<file path="config.mk">
export PLATFORM = sky130hd
export DESIGN_NAME = afe_cfg_regbank
export DESIGN_NICKNAME = d
export VERILOG_FILES = /design/src/rtl/afe_cfg_pkg.sv /design/src/rtl/afe_sync_edge.sv /design/src/rtl/afe_frame_rx.sv /design/src/rtl/afe_cfg_field.sv /design/src/rtl/afe_pix_out.sv /design/src/rtl/afe_cfg_regbank.sv
export SDC_FILE = /design/constraint.sdc
export NUM_CORES = 1
export LEC_CHECK = 0
export BUFFER_PORTS_ARGS = -buffer_cell sky130_fd_sc_hd__buf_2
export CORE_ASPECT_RATIO = 0.9
export CORE_MARGIN = 10
export CORE_UTILIZATION = 50
export CTS_CLUSTER_DIAMETER = 200
export CTS_CLUSTER_SIZE = 10
export DETAILED_ROUTE_END_ITERATION = 8
export HOLD_SLACK_MARGIN = 0.06
export PLACE_DENSITY_LB_ADDON = 0.2
export SYNTH_ARGS = -nofsm -noshare
export SYNTH_HDL_FRONTEND = slang
export SYNTH_SLANG_ARGS = --single-unit
</file>
<file path="constraint.sdc">
create_clock -name clk -period 4.68 [get_ports clk]
set_input_delay 1.404 -clock clk [delete_from_list [all_inputs] [get_ports clk]]
set_output_delay 1.404 -clock clk [all_outputs]
set_load 0.1 [all_outputs]
</file>
<file path="src/rtl/afe_cfg_pkg.sv">
package afe_cfg_pkg;
  localparam int ADDR_W   = 3;
  localparam int DATA_W   = 10;
  localparam int FRAME_W  = ADDR_W + DATA_W;
  localparam int NUM_REGS = 5;

  localparam int AUX_W   = 8;
  localparam int CLIP_W  = 4;
  localparam int GAIN_W  = 9;
  localparam int PDN_W   = 4;
  localparam int CLAMP_W = 10;

  localparam logic [CLIP_W-1:0] CLIP_RST = 4'hF;

  typedef enum logic [ADDR_W-1:0] {
    SEL_AUX   = 3'd0,
    SEL_CLIP  = 3'd1,
    SEL_GAIN  = 3'd2,
    SEL_PDN   = 3'd3,
    SEL_CLAMP = 3'd4
  } reg_sel_e;
endpackage

</file>
<file path="src/rtl/afe_sync_edge.sv">
module afe_sync_edge #(
  parameter int N = 3,
  parameter int STAGES = 2,
  parameter logic [N-1:0] RST_VAL = '0
) (
  input  logic         clk,
  input  logic         rst_n,
  input  logic [N-1:0] async_in,
  output logic [N-1:0] level,
  output logic [N-1:0] rise
);
  for (genvar g = 0; g < N; g++) begin : g_bit
    // pipe[STAGES-1] is the synchronized level, pipe[STAGES] its previous value
    logic [STAGES:0] pipe;
    always_ff @(posedge clk or negedge rst_n) begin
      if (!rst_n) pipe <= {(STAGES+1){RST_VAL[g]}};
      else        pipe <= {pipe[STAGES-1:0], async_in[g]};
    end
    assign level[g] = pipe[STAGES-1];
    assign rise[g]  = pipe[STAGES-1] & ~pipe[STAGES];
  end
endmodule

</file>
<file path="src/rtl/afe_frame_rx.sv">
module afe_frame_rx #(
  parameter int FRAME_W = 13
) (
  input  logic               clk,
  input  logic               rst_n,
  input  logic               sclk_rise,
  input  logic               sen_n_lvl,
  input  logic               sen_n_rise,
  input  logic               sdata_lvl,
  output logic               frame_ok,
  output logic [FRAME_W-1:0] frame_bits
);
  localparam int CNT_W = $clog2(FRAME_W + 2);
  localparam logic [CNT_W-1:0] CNT_SAT  = CNT_W'(FRAME_W + 1);
  localparam logic [CNT_W-1:0] CNT_GOOD = CNT_W'(FRAME_W);

  logic [FRAME_W-1:0] shreg;
  logic [CNT_W-1:0]   bit_cnt;

  always_ff @(posedge clk or negedge rst_n) begin
    if (!rst_n) begin
      shreg   <= '0;
      bit_cnt <= '0;
    end else if (sen_n_rise) begin
      bit_cnt <= '0;
    end else if (!sen_n_lvl && sclk_rise) begin
      shreg <= {shreg[FRAME_W-2:0], sdata_lvl};
      if (bit_cnt != CNT_SAT) bit_cnt <= bit_cnt + 1'b1;
    end
  end

  assign frame_ok   = sen_n_rise && (bit_cnt == CNT_GOOD);
  assign frame_bits = shreg;
endmodule

</file>
<file path="src/rtl/afe_cfg_field.sv">
module afe_cfg_field #(
  parameter int W = 8,
  parameter logic [W-1:0] RST = '0
) (
  input  logic         clk,
  input  logic         rst_n,
  input  logic         we,
  input  logic [W-1:0] wdata,
  output logic [W-1:0] q,
  output logic         stb
);
  always_ff @(posedge clk or negedge rst_n) begin
    if (!rst_n) begin
      q   <= RST;
      stb <= 1'b0;
    end else begin
      stb <= we;
      if (we) q <= wdata;
    end
  end
endmodule

</file>
<file path="src/rtl/afe_pix_out.sv">
module afe_pix_out #(
  parameter int W = 10
) (
  input  logic         clk,
  input  logic         rst_n,
  input  logic         pix_valid,
  input  logic [W-1:0] pix_data,
  input  logic         standby,
  output logic         out_valid,
  output logic [W-1:0] out_data
);
  always_ff @(posedge clk or negedge rst_n) begin
    if (!rst_n) begin
      out_valid <= 1'b0;
      out_data  <= '0;
    end else begin
      out_valid <= pix_valid;
      out_data  <= standby ? '0 : pix_data;
    end
  end
endmodule

</file>
<file path="src/rtl/afe_cfg_regbank.sv">
module afe_cfg_regbank
  import afe_cfg_pkg::*;
#(
  parameter int SYNC_STAGES = 2,
  parameter int PIX_W = 10
) (
  input  logic               clk,
  input  logic               rst_n,
  input  logic               sclk,
  input  logic               sen_n,
  input  logic               sdata,
  input  logic               standby,
  input  logic               oe_n,
  input  logic               pix_valid,
  input  logic [PIX_W-1:0]   pix_data,
  output logic               out_valid,
  output logic [PIX_W-1:0]   out_data,
  output logic               out_drive,
  output logic [AUX_W-1:0]   aux_code,
  output logic [CLIP_W-1:0]  clip_code,
  output logic [GAIN_W-1:0]  gain_code,
  output logic [PDN_W-1:0]   pdn_mask,
  output logic [CLAMP_W-1:0] clamp_code,
  output logic [NUM_REGS-1:0] wr_stb
);
  // bit 0 sclk, bit 1 sen_n, bit 2 sdata; enable idles high
  logic [2:0] sync_lvl, sync_rise;
  logic       frame_ok;
  logic [FRAME_W-1:0] frame_bits;
  logic [ADDR_W-1:0]  frame_addr;
  logic [DATA_W-1:0]  frame_data;
  logic [NUM_REGS-1:0] we;

  afe_sync_edge #(.N(3), .STAGES(SYNC_STAGES), .RST_VAL(3'b010)) u_sync (
    .clk      (clk),
    .rst_n    (rst_n),
    .async_in ({sdata, sen_n, sclk}),
    .level    (sync_lvl),
    .rise     (sync_rise)
  );

  afe_frame_rx #(.FRAME_W(FRAME_W)) u_rx (
    .clk        (clk),
    .rst_n      (rst_n),
    .sclk_rise  (sync_rise[0]),
    .sen_n_lvl  (sync_lvl[1]),
    .sen_n_rise (sync_rise[1]),
    .sdata_lvl  (sync_lvl[2]),
    .frame_ok   (frame_ok),
    .frame_bits (frame_bits)
  );

  assign frame_addr = frame_bits[FRAME_W-1:DATA_W];
  assign frame_data = frame_bits[DATA_W-1:0];

  always_comb begin
    for (int i = 0; i < NUM_REGS; i++)
      we[i] = frame_ok && (frame_addr == ADDR_W'(i));
  end

  afe_cfg_field #(.W(AUX_W), .RST('0)) u_aux (
    .clk(clk), .rst_n(rst_n), .we(we[SEL_AUX]),
    .wdata(frame_data[AUX_W-1:0]), .q(aux_code), .stb(wr_stb[SEL_AUX]));

  afe_cfg_field #(.W(CLIP_W), .RST(CLIP_RST)) u_clip (
    .clk(clk), .rst_n(rst_n), .we(we[SEL_CLIP]),
    .wdata(frame_data[CLIP_W-1:0]), .q(clip_code), .stb(wr_stb[SEL_CLIP]));

  afe_cfg_field #(.W(GAIN_W), .RST('0)) u_gain (
    .clk(clk), .rst_n(rst_n), .we(we[SEL_GAIN]),
    .wdata(frame_data[GAIN_W-1:0]), .q(gain_code), .stb(wr_stb[SEL_GAIN]));

  afe_cfg_field #(.W(PDN_W), .RST('0)) u_pdn (
    .clk(clk), .rst_n(rst_n), .we(we[SEL_PDN]),
    .wdata(frame_data[PDN_W-1:0]), .q(pdn_mask), .stb(wr_stb[SEL_PDN]));

  afe_cfg_field #(.W(CLAMP_W), .RST('0)) u_clamp (
    .clk(clk), .rst_n(rst_n), .we(we[SEL_CLAMP]),
    .wdata(frame_data[CLAMP_W-1:0]), .q(clamp_code), .stb(wr_stb[SEL_CLAMP]));

  afe_pix_out #(.W(PIX_W)) u_out (
    .clk       (clk),
    .rst_n     (rst_n),
    .pix_valid (pix_valid),
    .pix_data  (pix_data),
    .standby   (standby),
    .out_valid (out_valid),
    .out_data  (out_data)
  );

  assign out_drive = ~oe_n;
endmodule

</file>
; ---- Word-level counts from Yosys, hierarchy flattened
; Cells that the tools add are included.
[classes]
n_lt_le_gt_ge = 0
mux = 4
n_reduce_logical = 13
bitwise = 6
div = 0
n_addsub = 1
shifts = 0
n_eq_ne = 6
multipliers = 0
[op_table]
columns = cell, count
row1 = $mux W4, 3
row2 = $mux W10, 1
row3 = $logic_and A1 B1 Y1, 7
row4 = $eq A3 B2 Y1 const B, 2
row5 = $add A4 B1 Y4 const B, 1
row6 = $eq A4 B4 Y1 const B, 1
row7 = $ne A4 B4 Y1 const B, 1
row8 = $not A1 Y1, 4
row9 = $reduce_and A2 Y1, 2
row10 = $reduce_bool A2 Y1, 2
row11 = $eq A3 B1 Y1 const B, 1
row12 = $eq A3 B3 Y1 const B, 1
row13 = $logic_not A3 Y1, 1
row14 = $and A1 B1 Y1, 2
row15 = $logic_not A1 Y1, 1
[word_totals]
romBits = 0
latchBits = 0
ff_bits = 76
mem_count = 0
in_bits = 18
out_inout_bits = 52
elab_cells = 47
mem_bits_rw = 0

; ---- Longest topological paths before layout
; Gate-level depths: netlist (run 1).
[logic_depth]
depth_word = 5
depth_mapped = 6
depth_no_buf = 5

; ---- By module
; Synthesis (run 1) repeated with hierarchy kept, for this count alone.
[unflattened]
cells_unflattened = 175
hier_area_um2 = 3041.7
[by_module_without_submodules]
columns = mod, cells_each, area_per_inst_um2, seq_area_each_um2, n_inst
row1 = afe_frame_rx, 55, 808.3, 425.4, 1
row2 = afe_cfg_field (u_clamp), 22, 436.7, 275.3, 1
row3 = afe_cfg_field (u_gain), 20, 396.6, 250.2, 1
row4 = afe_cfg_field (u_aux), 18, 356.6, 225.2, 1
row5 = afe_pix_out, 21, 337.8, 275.3, 1
row6 = afe_sync_edge, 15, 292.8, 229.0, 1
row7 = afe_cfg_field (u_clip), 9, 175.2, 130.1, 1
row8 = afe_cfg_field (u_pdn), 9, 170.2, 125.1, 1
row9 = afe_cfg_regbank, 6, 67.6, 0.0, 1

; ---- Worst setup path after synthesis (run 1)
; OpenSTA, ideal clock, no wires.
[synth_timing]
kind = in2out
startpoint = input port oe_n
endpoint = output port out_drive
setup_slack_ns = 1.295
arrival_time_ns = 1.981
path_stages = 1
required_ns = 3.276
path_cell_list = inv_1
[synth_via]
elab_chain_cells = 1
[synth_lines]
columns = item, line
row1 = from (decl), afe_cfg_regbank.sv:13  ; input logic oe_n,
row2 = $not A1 Y1, afe_cfg_regbank.sv:91  ; assign out_drive = ~oe_n;
row3 = to (decl), afe_cfg_regbank.sv:18  ; output logic out_drive,
; No other way between the ends.

; ---- Final worst setup path (run 1)
; Same ends and word-level chain as after synthesis.

==> results of run 1 <==
sequential cells by signal (all words and copies together), names as in the netlist:
| signal | cells |
|---|---|
| u_clip.stb | 1 |
| u_rx.frame_bits | 13 |
| u_clamp.q | 10 |
| u_sync.g_bit.pipe | 8 |
| u_out.out_data | 10 |
| u_clip.q | 4 |
| u_aux.q | 8 |
| u_clamp.stb | 1 |
| u_pdn.stb | 1 |
| u_aux.stb | 1 |
| u_gain.stb | 1 |
| u_gain.q | 9 |
| u_out.out_valid | 1 |
| u_pdn.q | 4 |
| u_rx.bit_cnt | 4 |
per-layer routing:
metal	GRT usage	routed length, um	share of wire	vias to the layer above
met1	0.1580	2316	0.42	851
met5	0	0	0	-
li1	-	-	-	776
met3	0.06452	513	0.094	11
met4	0.04941	88	0.016	0
met2	0.1847	2546	0.47	52
cells in the mapped netlist:
master                     count
sky130_fd_sc_hd__nor4_4        1
sky130_fd_sc_hd__and4b_1       1
sky130_fd_sc_hd__nand3_1       2
sky130_fd_sc_hd__clkbuf_1      1
sky130_fd_sc_hd__dfrtp_1      69
sky130_fd_sc_hd__and2_1        1
sky130_fd_sc_hd__mux2i_1       2
sky130_fd_sc_hd__a211oi_1      1
sky130_fd_sc_hd__nor2b_1      11
sky130_fd_sc_hd__or2_4         1
sky130_fd_sc_hd__dfstp_2       7
sky130_fd_sc_hd__buf_6         1
sky130_fd_sc_hd__o21ai_0       2
sky130_fd_sc_hd__nand2b_1      1
sky130_fd_sc_hd__nand4_1       2
sky130_fd_sc_hd__nor3b_2       1
sky130_fd_sc_hd__inv_1         6
sky130_fd_sc_hd__buf_4         5
sky130_fd_sc_hd__or4_4         1
sky130_fd_sc_hd__mux2_2       38
sky130_fd_sc_hd__nor3_1        1
sky130_fd_sc_hd__nor4_1        1
sky130_fd_sc_hd__nor3b_1       1
sky130_fd_sc_hd__mux2_4       10
sky130_fd_sc_hd__a21oi_1       2
sky130_fd_sc_hd__buf_2         1
sky130_fd_sc_hd__nand2_1       6
sky130_fd_sc_hd__nand3b_1      1
sky130_fd_sc_hd__nand4b_1      3
sky130_fd_sc_hd__ha_1          3
through the flow:
step | hold slack [ps] | area, um2 | util | instances
final | 351.6 | 3463 | 0.6118 | 331
after floorplan | 331.2 | 2897 | - | 183
after global routing | 359.4 | 3463 | 0.6118 | 331
after detailed placement | 338.5 | 3282 | 0.5798 | 315
after global placement | 332.7 | 3282 | 0.5798 | 315
after CTS | 355.0 | 3463 | 0.6118 | 331
critical path, cell delays in order:
cell and delay, ps:
sky130_fd_sc_hd__buf_2 90, sky130_fd_sc_hd__inv_1 40, sky130_fd_sc_hd__buf_2 410
report_power, final:
| group | switching, mW | total [mW] | leakage (nW) | internal [mW] |
|---|---|---|---|---|
| clock | 0.214 | 0.450 | 0.0937 | 0.236 |
| combinational | 0.0757 | 0.122 | 0.784 | 0.0461 |
| sequential | 0.0550 | 0.756 | 0.998 | 0.701 |
| total | 0.345 | 1.33 | 1.88 | 0.984 |
cell families after synthesis:
kind of cell / count (synthesis)
adders and majority gates: 3
muxes: 50
DFF: 76
buffers and inverters: 14
and+or+nand+nor: 35
AOI/OAI and AO/OA: 5
final cells by class:
| type | count | area, um2 | area share |
|---|---|---|---|
| inverter | 6 | 22.52 | 0.006503 |
| clock buffer | 15 | 176.4 | 0.05094 |
| sequential | 76 | 1911 | 0.5517 |
| tap | 70 | 87.58 | 0.02529 |
| multi-input combinational | 93 | 905.9 | 0.2616 |
| timing repair buffer | 70 | 355.3 | 0.1026 |
| clock inverter | 1 | 5.005 | 0.001445 |
worst max-delay path by stage:
| stage | slack, ps | cells past startpoint | endpoint | start |
|---|---|---|---|---|
| 3_5_place_dp | 1320 | 3 | out_drive | oe_n |
| 6_report | 1330 | 3 | out_drive | oe_n |
| 3_3_place_gp | 1330 | 3 | out_drive | oe_n |
| 4_1_cts | 1320 | 3 | out_drive | oe_n |
| 5_1_grt | 1320 | 3 | out_drive | oe_n |
| 2_1_floorplan | 1300 | 1 | out_drive | oe_n |
==> summary.txt, run 1 <==
Route
  • First-pass detailed-route iteration total: 4
  • Wirelength per Cell: 16.51 um
  • Aggregate routed wire length: ~5.5 mm
  • Routed vias: about 1.7k
  • Detailed router's first-iteration violation count: 23
  • DRC errors left: 0
  • Via-to-Cell Ratio: around 5
  • Number of antenna-violating nets in the routed design: 0

Cells and area
  • Most frequent standard cell in the layout excluding fill and tap cells: sky130_fd_sc_hd__dfrtp_1
  • Area Growth Syn to Fin: 19.57%
  • Top library cells by usage in the layout, fill and taps aside: 69 x sky130_fd_sc_hd__dfrtp_1, 68 x sky130_fd_sc_hd__buf_2, 38 x sky130_fd_sc_hd__mux2_2, 12 x sky130_fd_sc_hd__clkbuf_8, 11 x sky130_fd_sc_hd__nor2b_1
  • Filler cell count: 493
  • Share of final-layout standard cells stronger than drive strength 1: 0.5441
  • Number of nets in the final layout: 277
  • Antenna cells: 0

Timing
  • Clock skew: slightly above 5 ps
  • Final Cycle Share: 0.7161
  • Unrepaired setup endpoints after global routing: false
  • Slack of the critical path: 1329 ps
  • Actual slew at the worst max-slew pin: 911.5 ps
  • Fmax: 298.4 MHz
  • Final min period: 3351 ps
  • Total negative slack: 0 ps
  • Final-report max-slew violation count: 0
  • Relative slew slack: 0.3923
  • Hold Violations, Final: 0
  • Setup-violating endpoint count in the final report: 0

Logic synthesis
  • Synthesized net count: about 200
  • Register area share after synthesis: 0.6596
  • Syn Std Cell Area: 2897 um2
  • Portion of synthesized cell area occupied by the leading cell type: 0.5961
  • Synthesized flop and latch total: 76
  • Cells after Synth: between 150 and 200
  • Fraction of synthesized cell area in xor and xnor cells: 0
  • Number of different library cells in the post-synthesis netlist: 30
  • Largest family of logic cells by synthesized area: multiplexers
  • Multiplexer fraction of the synthesized cell area: 0.2065
  • Cell type with the highest aggregate area in the netlist: sky130_fd_sc_hd__dfrtp_1
  • Yosys synthesis warning count: 0
  • Synth top area cells: sky130_fd_sc_hd__dfrtp_1 60%, sky130_fd_sc_hd__mux2_2 15%, sky130_fd_sc_hd__dfstp_2 6.3%, sky130_fd_sc_hd__mux2_4 5.2%, sky130_fd_sc_hd__nor2b_1 2.4%
  • Simple-Gate Fraction of Synth Area: 0.08380
  • Adder and majority gate portion of the synthesized area: 0.01296
  • Avg Cell Area, Syn: about 16 um2
  • Fraction of the mapped netlist area in compound gates: 0.009503

Global route
  • Wire length of the first global-routing pass: 9.273 mm
  • Initial antenna violation count: 0
  • GRT Resource Usage Total: 0.1273
  • Congestion Overflow GR: 0
  • Number of global-route vias before repair: 1,762
  • Largest net degree at the start of global routing: 77

Min path
  • Path category of the worst min-delay check: reg -> reg
  • Hold depth: 0
  • Hold path endpoint: u_sync.g_bit[2].pipe[1]
  • Worst Min Path Start: u_sync.g_bit[2].pipe[0]

Flow run
  • Number of max-cap violations: 0

Clock tree
  • Clk Latency, worst-skew pair: around 340 ps
  • Clock buffer depth: 2
  • Hold buffers post-CTS: 0
  • H-tree level count: 3
  • TritonCTS Sinks: 76
  • Post-cts resize count: 0
  • TritonCTS buffer count: 9
  • CTS Root Buffer Type: sky130_fd_sc_hd__clkbuf_8
  • CTS tree: done
  • Clock slew at the register clock pins of the worst setup and hold paths: 70 ps
  • Setup fix buffers added after clock tree synthesis: 0

Worst setup path
  • Destination of the worst register-to-register timing path: u_gain.q[3]
  • Arr. time, crit path: 1950 ps
  • Cell count of the worst reg-to-reg path: 5
  • Worst Path Max Fanout: 1
  • Worst setup path category: in -> out
  • Setup crit start kind: input port
  • Nature of the critical path endpoint: output port
  • Required time at the worst-slack endpoint: between 3000 and 4000 ps
  • Reg2reg setup slack: 2590 ps
  • Critical register-to-register path startpoint: u_rx.bit_cnt[1]

Placement
  • Half-perimeter wire length after detailed placement: 3.871 mm
  • Routability congestion estimate: 0.7147
  • Input/output buffers: 69
  • Placement Setup Slack: 1324 ps

Floorplan
  • Area of the die: 9242 um2
  • Y dimension of the die: 92.21 um
  • Initial core utilization: 0.5117
  • Std-Cell Rows: 26
  • Std-Cell Core Area: between 5000 and 6000 um2
  • Number of primary I/O pins: 70
  • Die boundary width: 100.2 um

Power and ir drop
  • Worst supply voltage drop on vdd: between 300 and 400 uV
  • Total power after layout: about 1.3 mW
  • Pleak: 1.876 nW
  • PwrDens: 383.5 nW/um2

Status
  • Run status: completed
(Power assumes the default switching activity.)
==> run 2, diff against run 1 <==
--- a/config.mk
+++ b/config.mk
@@ -8,7 +8,7 @@
 export BUFFER_PORTS_ARGS = -buffer_cell sky130_fd_sc_hd__buf_2
 export CORE_ASPECT_RATIO = 0.9
 export CORE_MARGIN = 10
-export CORE_UTILIZATION = 50
+export CORE_UTILIZATION = 47
 export CTS_CLUSTER_DIAMETER = 200
 export CTS_CLUSTER_SIZE = 10
 export DETAILED_ROUTE_END_ITERATION = 8
==> constraint.sdc (replaced) <==
create_clock -name clk -period 2.9 [get_ports clk]
set_input_delay 0.87 -clock clk [delete_from_list [all_inputs] [get_ports clk]]
set_output_delay 0.87 -clock clk [all_outputs]
set_load 0.1 [all_outputs]
==> run 2 against run 1 <==
Against the previous run:
- die area is 5.0% higher
- combinational power grew 64%
- first-iteration DRC count grew 61%
- routed wire length shrank 0.97%
- clock power rose by 65%
- clock skew increased by 2.0 ps
- sequential cell count unchanged
- critical path type unchanged
- largest power group unchanged
==> summary.txt, run 2 (synthesized netlist as in run 1, its figures left out) <==
Global route
  • Number of global-route vias before repair: 1,734
  • Largest net degree at the start of global routing: 47
  • Congestion Overflow GR: 0
  • GRT Resource Usage Total: 0.1179
  • Wire length of the first global-routing pass: 8.976 mm
  • Initial antenna violation count: 0

Cells and area
  • Area of the multi-input gates: a little over 900 um2
  • Area Growth Syn to Fin: 20.26%
  • Number of nets in the final layout: 278
  • Max reg flops: 13
  • Top library cells by usage in the layout, fill and taps aside: 69 x sky130_fd_sc_hd__dfrtp_1, 68 x sky130_fd_sc_hd__buf_2, 38 x sky130_fd_sc_hd__mux2_2, 11 x sky130_fd_sc_hd__nor2b_1, 10 x sky130_fd_sc_hd__mux2_4
  • Antenna cells: 0
  • Most frequent standard cell in the layout excluding fill and tap cells: sky130_fd_sc_hd__dfrtp_1
  • Filler cell count: around 510
  • Share of final-layout standard cells stronger than drive strength 1: 0.5420
  • Register area: 1911 um2

Flow run
  • Number of max-cap violations: 0

Timing
  • Slack of the critical path: 618.3 ps
  • Relative slew slack: 0.5521
  • Final Cycle Share: 0.7868
  • Actual slew at the worst max-slew pin: 666.8 ps
  • Final-report max-slew violation count: 0
  • Hold Violations, Final: 0
  • Final min period: 2282 ps
  • Unrepaired setup endpoints after global routing: false
  • Total negative slack: 0 ps
  • Clock skew: slightly above 7 ps
  • Fmax: 438.3 MHz
  • Setup-violating endpoint count in the final report: 0

Worst setup path
  • Series of cell instances along the critical path: buf_2 -> inv_1 -> buf_2
  • Slowest stage cell on the critical path: sky130_fd_sc_hd__buf_2
  • Most frequent cell on the critical path: sky130_fd_sc_hd__buf_2
  • Cell family with most CP delay: buffers and inverters
  • Worst Path Max Fanout: 1
  • Setup crit start kind: input port
  • Start point of the critical path: oe_n
  • Number of buffers and inverters on the critical path: 3
  • Arr. time, crit path: 1410 ps
  • Nature of the critical path endpoint: output port
  • Critical register-to-register path startpoint: u_rx.bit_cnt[1]
  • Worst setup path category: in -> out
  • Delay contributed by the slowest stage of the critical path: just over 400 ps
  • Required time at the worst-slack endpoint: 2030 ps

Clock tree
  • H-tree level count: 3
  • TritonCTS Sinks: 76
  • Clock buffer depth: 2
  • CTS Root Buffer Type: sky130_fd_sc_hd__clkbuf_8
  • Post-cts resize count: 0
  • TritonCTS buffer count: 9
  • Clk Latency, worst-skew pair: 330 ps
  • Setup fix buffers added after clock tree synthesis: 0
  • CTS tree: done
  • Clock slew at the register clock pins of the worst setup and hold paths: 70 ps
  • Hold buffers post-CTS: 0

Power and ir drop
  • PwrDens: 620.6 nW/um2
  • Worst supply voltage drop on vdd: 367.2 uV
  • Pleak: 1.883 nW

Route
  • Highest routed layer: met4
  • First-pass detailed-route iteration total: 4
  • Aggregate routed wire length: 5.411 mm
  • Detail Route met2 WL: 2.425 mm
  • Routed length on met1: 2.504 mm
  • Sum of met3 wire segment lengths after detailed routing: 445 um
  • Wirelength per Cell: 16.20 um
  • Via-to-Cell Ratio: ~4.9
  • Routed vias: 1,630
  • DRC errors left: 0
  • Detailed router's first-iteration violation count: 37
  • Number of antenna-violating nets in the routed design: 0

Floorplan
  • Std-Cell Core Area: a little over 6000 um2
  • Die boundary width: 102.8 um
  • Y dimension of the die: 94.48 um
  • Area of the die: 9707 um2
  • Initial core utilization: 0.4790
  • Std-Cell Rows: 27
  • Number of primary I/O pins: 70

Placement
  • Half-perimeter wire length after detailed placement: 3.912 mm
  • Input/output buffers: 69
  • Routability congestion estimate: 0.7304
  • Placement Setup Slack: around 610 ps

Min path
  • Path category of the worst min-delay check: reg -> reg
  • Worst Min Path Start: u_sync.g_bit[1].pipe[0]

Status
  • Run status: completed
[run 2: final cells by class]
cell class	instances	share of cell area
Clock inverter	3	0.01149
Timing Repair Buffer	71	0.1078
Inverter	6	0.006466
Clock buffer	13	0.03987
Multi-Input combinational cell	93	0.2601
Tap cell	72	0.02586
Sequential cell	76	0.5485
[run 2: final timing paths]
check                                          end  slack (ps)  cells after the start
min in group asynchronous        u_out.out_data[1]         470                      1
max in group asynchronous              u_clip.q[2]        1800                      2
min reg2reg                u_sync.g_bit[1].pipe[1]         360                      0
max                                      out_drive         620                      3
max reg2reg                            u_gain.q[7]         850                      5
min                        u_sync.g_bit[1].pipe[1]         360                      0
[run 2: worst reg2reg max path: cells and delay by family, from the launching register on]
| kind | cells | cell delay, ps |
|---|---|---|
| mux | 1 | 470 |
| buf+inv | 1 | 70 |
| flops | 1 | 420 |
| fa+ha+maj | 1 | 200 |
| simple gates | 2 | 770 |
[run 2: metrics by stage]
step                      hold WS (ps)  power [mW]  cell area [um2]    util  std cells
after CTS                        358.0       2.199             3483  0.5760        334
after floorplan                  331.2       1.354             2897       -        183
after global placement           335.5       1.439             3304  0.5465        318
after detailed placement         346.8       1.444             3304  0.5465        318
final                            357.0       2.162             3483  0.5760        334
after global routing             366.1       2.281             3483  0.5760        334
[run 2: routing by layer]
layer  vias up  track usage
met1       797       0.1598
met3         4      0.04818
met5         -            0
met4         0      0.04514
li1        778            -
met2        51       0.1652
[run 2: where the power goes]
group          switching (mW)  total, mW  internal (mW)
Sequential             0.0870       1.22           1.13
Combinational           0.123      0.200         0.0773
Clock                   0.346      0.743          0.397
